[src/rtl/pll_mode_strap_pkg.sv]
package pll_mode_strap_pkg;
  localparam int CFG_W = 8;
  localparam int RB_HI = 7;
  localparam int RB_LO = 6;
  localparam int OVR_EN_BIT = 3;
  localparam int OVR_HI = 2;
  localparam int OVR_LO = 1;
  localparam int CODE_W = RB_HI - RB_LO + 1;

  typedef enum logic [CODE_W-1:0] {
    MODE_LOW  = 2'b00,
    MODE_BYP  = 2'b01,
    MODE_HIGH = 2'b11
  } pll_mode_e;

  // Register field code to mode; the unused code 10 falls back to low bandwidth.
  function automatic pll_mode_e field_to_mode(input logic [CODE_W-1:0] c);
    case (c)
      2'b01:   return MODE_BYP;
      2'b11:   return MODE_HIGH;
      default: return MODE_LOW;
    endcase
  endfunction
endpackage

[src/rtl/pll_strap_decode.sv]
module pll_strap_decode
  import pll_mode_strap_pkg::*;
(
  input  logic [1:0] strap_code,
  output pll_mode_e  strap_mode
);
  always_comb begin
    case (strap_code)
      2'b00:   strap_mode = MODE_LOW;
      2'b10:   strap_mode = MODE_HIGH;
      default: strap_mode = MODE_BYP;  // middle level and the unused code
    endcase
  end
endmodule

[src/rtl/pll_strap_latch.sv]
module pll_strap_latch
  import pll_mode_strap_pkg::*;
(
  input  logic      clk,
  input  logic      cold_rst_n,
  input  pll_mode_e strap_mode,
  output logic      take,
  output logic      taken,
  output pll_mode_e latched_mode
);
  assign take = ~taken;

  always_ff @(posedge clk or negedge cold_rst_n) begin
    if (!cold_rst_n) begin
      taken        <= 1'b0;
      latched_mode <= MODE_LOW;
    end else if (take) begin
      taken        <= 1'b1;
      latched_mode <= strap_mode;
    end
  end

  // once captured, the strap mode never changes until cold reset
  p_strap_held_r3: assert property (@(posedge clk) disable iff (!cold_rst_n)
    taken |=> $stable(latched_mode));

  // readback code never takes the unused value 10
  p_rb_code_legal_r2: assert property (@(posedge clk) disable iff (!cold_rst_n)
    latched_mode != 2'b10);
endmodule

[src/rtl/pll_cfg_reg.sv]
module pll_cfg_reg
  import pll_mode_strap_pkg::*;
(
  input  logic             clk,
  input  logic             cold_rst_n,
  input  logic             wr_en,
  input  logic [CFG_W-1:0] wr_data,
  input  pll_mode_e        latched_mode,
  output logic             ovr_en,
  output logic [CODE_W-1:0] ovr_code,
  output logic [CFG_W-1:0] rd_data
);
  always_ff @(posedge clk or negedge cold_rst_n) begin
    if (!cold_rst_n) begin
      ovr_en   <= 1'b0;
      ovr_code <= '0;
    end else if (wr_en) begin
      ovr_en <= wr_data[OVR_EN_BIT];
      if (ovr_en) ovr_code <= wr_data[OVR_HI:OVR_LO];
    end
  end

  always_comb begin
    rd_data = '0;
    rd_data[RB_HI:RB_LO]   = latched_mode;
    rd_data[OVR_EN_BIT]    = ovr_en;
    rd_data[OVR_HI:OVR_LO] = ovr_code;
  end

  // a write while the enable is clear leaves the override field alone
  p_ovr_locked_r4: assert property (@(posedge clk) disable iff (!cold_rst_n)
    (wr_en && !ovr_en) |=> $stable(ovr_code));

  // without a write nothing in the byte moves
  p_cfg_quiet_r4: assert property (@(posedge clk) disable iff (!cold_rst_n)
    !wr_en |=> ($stable(ovr_code) && $stable(ovr_en)));
endmodule

[src/rtl/pll_mode_apply.sv]
module pll_mode_apply
  import pll_mode_strap_pkg::*;
(
  input  logic              clk,
  input  logic              cold_rst_n,
  input  logic              take,
  input  pll_mode_e         strap_mode,
  input  logic              warm_rst,
  input  logic              ovr_en,
  input  logic [CODE_W-1:0] ovr_code,
  input  pll_mode_e         latched_mode,
  output pll_mode_e         active_mode
);
  always_ff @(posedge clk or negedge cold_rst_n) begin
    if (!cold_rst_n)   active_mode <= MODE_LOW;
    else if (take)     active_mode <= strap_mode;
    else if (warm_rst) active_mode <= ovr_en ? field_to_mode(ovr_code) : latched_mode;
  end

  // outside the capture edge and warm reset, the applied mode holds
  p_mode_hold_r5: assert property (@(posedge clk) disable iff (!cold_rst_n)
    (!take && !warm_rst) |=> $stable(active_mode));

  // a warm reset with override disabled lands on the captured mode
  p_warm_strap_r6: assert property (@(posedge clk) disable iff (!cold_rst_n)
    (!take && warm_rst && !ovr_en) |=> (active_mode == $past(latched_mode)));
endmodule

[src/rtl/pll_mode_strap.sv]
module pll_mode_strap
  import pll_mode_strap_pkg::*;
(
  input  logic             clk,
  input  logic             cold_rst_n,
  input  logic             warm_rst,
  input  logic [1:0]       strap_code,
  input  logic             cfg_wr_en,
  input  logic [CFG_W-1:0] cfg_wr_data,
  output logic [CFG_W-1:0] cfg_rd_data,
  output logic             pll_bypass_sel,
  output logic             pll_high_bw_sel
);
  pll_mode_e         strap_mode, latched_mode, active_mode;
  logic              take, taken, ovr_en;
  logic [CODE_W-1:0] ovr_code;

  pll_strap_decode u_dec (.strap_code(strap_code), .strap_mode(strap_mode));

  pll_strap_latch u_latch (
    .clk(clk), .cold_rst_n(cold_rst_n), .strap_mode(strap_mode),
    .take(take), .taken(taken), .latched_mode(latched_mode));

  pll_cfg_reg u_cfg (
    .clk(clk), .cold_rst_n(cold_rst_n), .wr_en(cfg_wr_en), .wr_data(cfg_wr_data),
    .latched_mode(latched_mode), .ovr_en(ovr_en), .ovr_code(ovr_code),
    .rd_data(cfg_rd_data));

  pll_mode_apply u_apply (
    .clk(clk), .cold_rst_n(cold_rst_n), .take(take), .strap_mode(strap_mode),
    .warm_rst(warm_rst), .ovr_en(ovr_en), .ovr_code(ovr_code),
    .latched_mode(latched_mode), .active_mode(active_mode));

  assign pll_bypass_sel  = (active_mode == MODE_BYP);
  assign pll_high_bw_sel = (active_mode == MODE_HIGH);

  // bypass and high bandwidth are never requested together
  p_ctl_exclusive_r7: assert property (@(posedge clk) disable iff (!cold_rst_n)
    $onehot0({pll_bypass_sel, pll_high_bw_sel}));

  // unused byte bits read zero
  p_unused_zero_r9: assert property (@(posedge clk) disable iff (!cold_rst_n)
    (cfg_rd_data[5:4] == 2'b00) && !cfg_rd_data[0]);

  // the capture happens exactly once after cold reset
  p_taken_once_r3: assert property (@(posedge clk) disable iff (!cold_rst_n)
    taken |=> taken);
endmodule

[config.mk]
export PLATFORM = sky130hd
export DESIGN_NAME = pll_mode_strap
export DESIGN_NICKNAME = d
export VERILOG_FILES = /design/src/rtl/pll_mode_strap_pkg.sv /design/src/rtl/pll_strap_decode.sv /design/src/rtl/pll_strap_latch.sv /design/src/rtl/pll_cfg_reg.sv /design/src/rtl/pll_mode_apply.sv /design/src/rtl/pll_mode_strap.sv
export SDC_FILE = /design/constraint.sdc
export NUM_CORES = 1
export LEC_CHECK = 0
export BUFFER_PORTS_ARGS = -buffer_cell sky130_fd_sc_hd__buf_2
export CORE_AREA = 2 2 39 41
export CTS_CLUSTER_DIAMETER = 120
export DETAILED_ROUTE_END_ITERATION = 6
export DIE_AREA = 0 0 41 43
export GPL_TIMING_DRIVEN = 0
export PLACE_DENSITY = 0.66
export SLEW_MARGIN = 20
export SYNTH_ARGS = -nofsm -noshare
export SYNTH_HDL_FRONTEND = slang
export SYNTH_HIERARCHICAL = 1
export SYNTH_SLANG_ARGS = --single-unit
export TNS_END_PERCENT = 20
[constraint.sdc]
create_clock -name clk -period 1.6 [get_ports clk]
set_clock_uncertainty 0.1 [all_clocks]
set_input_delay 0.16 -clock clk [delete_from_list [all_inputs] [get_ports clk]]
set_output_delay 0.16 -clock clk [all_outputs]
set_load 0.02 [all_outputs]
==> out/metrics.yaml <==
r2r-start: "u_cfg/ovr_en$_DFFE_PN0P_"
crit_path_max_incr_delay_ps: 440
power_density_nw_per_um2: 979
vdd.ir_drop.worst_uv: 367
required_ps: 1340
antenna_found_initial: 0
fp.dieArea_um2: 1760
synth-seq-cells: 8
drive_above_1_share: 0.576
hold_path_end: "u_cfg/ovr_code[1]$_DFFE_PN0P_"
rsz0062_at_grt: "no"
grt_use_met2: 0.163
crit_path_cell_trace: "buf_4 > buf_2"
hold_viol: 0
layout_commonest_cell: "buf_2"
first_pass_iters: 2
grt_overflow: 0
grt_use_total: 0.106
hpwl_um: 549
ant_nets: 0
rows: 14
static-leakage-power_nw: 0.301
cp_top_family: "flip-flops"
grt_max_degree: 9
final_nets: 75
hp-class: "input port to register"
io_pins: 24
cap_violations: 0
routed_wl_um: 676
arrival_ps: 990
vias: 311
period_minus_slack_ps: 1250
place_congestion: 0.672
num-fill-cells: 145
final.setup.tns_ps: 0
first_global_vias: 316
seq_area_frac_synth: 0.460
r2r_setup_slack_ps: 500
clk_pin_slew_ps: 50
vias_per_cell: 4.15
critPathBufInv: 2
worstSetupEndpointType: "output pin"
outcome: "completed"
wl_per_cell_um: 9.01
path_class: "register to output pin"
drc_errors: 0
cp_slowest_cell: "dfrtp_1"
die_h_um: 43
yosys-top-cells-area: "dfrtp_1 (46%), buf_4 (14%), mux2_2 (7.8%)"
start_kind: "register"
synthDistinctLibCells: 19
cts-resized-gates: 0
r2r_cells: 3
slew_violations: 0
post-synth-top-area-cell: "dfrtp_1"
cts_max_path_buffers: 2
instances_no_fill: 75
initial_core_util: 0.315
top_usage_layer: "met2"
worstHoldStart: "cfg_wr_data[2]"
synth.top_cell.area_share: 0.460
use_met3: 0.0314
whs_path_depth: 2
insertion_delay_ps: 250
cts_made_buffers: 3
use_met1: 0.105
final_cell_mix: "buf_2 (15), dfrtp_1 (8), buf_4 (8), conb_1 (4)"
fmax_mhz: 800
dp_cells: 71
drt_iter0_drc: 2
yosys_warnings: 6
design_area_um2: 571
ctsRootBufferMaster: "clkbuf_4"
clock_sinks: 8
period_share: 0.781
syn_area_per_cell_um2: 11.5
synth_area_um2: 435
whs_ps: 38.1
port_buffers: 15
syn_to_final_growth_pct: 31.0
die_w_um: 41
grt_pass1_wl_mm: 1.19
synthCells: 38
setup_viol: 0
cts_tree: "built"
reg2reg_to: "u_apply/active_mode[0]$_DFFE_PN0P_"
place_area_um2: 538
htree_num_levels: 1
core_um2: 1380
diodes: 0
crit_fanout: 6
==> power by group <==
part           internal (mW)  switching, mW
Sequential             0.227         0.0221
Clock                 0.0857         0.0671
Combinational         0.0867         0.0703
==> Yosys cell counts <==
cell type	count
nand2_2	1
or2_1	1
nor2_1	1
mux2i_1	1
dfrtp_1	8
nand2b_1	2
a211oi_1	1
nand4b_1	1
nand3_1	1
and2b_2	1
and2_2	1
o311a_1	1
mux2_2	3
mux2_4	2
conb_1	2
nor2b_1	1
a21o_1	1
inv_1	1
buf_4	8
==> final cells by class <==
cell class                 count  area (um2)  area share
sequential                     8         200       0.351
multi-input combinational     23         179       0.314
timing repair buffer          16        85.1       0.149
buffer                         8        60.1       0.105
clock buffer                   3        22.5      0.0395
tap                           16        20.0      0.0351
inverter                       1        3.75     0.00658
==> registers in the layout, summed over array words and instances (netlist names) <==
register / flops
u_apply/active_mode: 2
u_cfg/ovr_code: 2
u_cfg/ovr_en: 1
u_latch/latched_mode: 2
u_latch/taken: 1
==> logic make-up (layout without fill, tap and decap cells) <==
logic type	Yosys count	in the layout	share of synthesized area
AND/OR/NAND/NOR	10	10	0.149
flip-flops	8	8	0.460
multiplexers	6	6	0.170
other	2	4	0.0172
buffers and inverters	9	28	0.147
AO/OA/AOI/OAI	3	3	0.0575
==> per-layer routing <==
| layer | vias up | wire [um] |
|---|---|---|
| met3 | 0 | 53 |
| met5 | - | 0 |
| met4 | 0 | 0 |
| met2 | 8 | 358 |
| met1 | 145 | 265 |
| li1 | 158 | - |
==> metrics by stage <==
stage	total power [mW]	setup slack [ps]	util
2_1_floorplan	0.365	571	-
3_3_place_gp	0.407	495	0.389
3_5_place_dp	0.410	498	0.389
4_1_cts	0.573	329	0.412
5_1_grt	0.600	294	0.412
6_report	0.558	350	0.412
==> timing repair <==
action | 4_1_cts | 5_1_grt
hold buffers | 1 | 0
setup buffers | 0 | 0
endpoints found under the hold margin | 8 | 0
==> worst max-delay path by stage <==
stage                             startpoint                            endpoint  slack (ps)  depth (start not counted)
floorplan           u_cfg/ovr_en$_DFFE_PN0P_  u_apply/active_mode[0]$_DFFE_PN0P_         570                          3
global placement    u_cfg/ovr_en$_DFFE_PN0P_  u_apply/active_mode[0]$_DFFE_PN0P_         500                          3
detailed placement  u_cfg/ovr_en$_DFFE_PN0P_  u_apply/active_mode[0]$_DFFE_PN0P_         500                          3
CTS                 u_cfg/ovr_en$_DFFE_PN0P_                      cfg_rd_data[3]         330                          2
global route        u_cfg/ovr_en$_DFFE_PN0P_                      cfg_rd_data[3]         290                          2
finish              u_cfg/ovr_en$_DFFE_PN0P_                      cfg_rd_data[3]         350                          2
No activity file was read; power rests on OpenSTA's default activity.
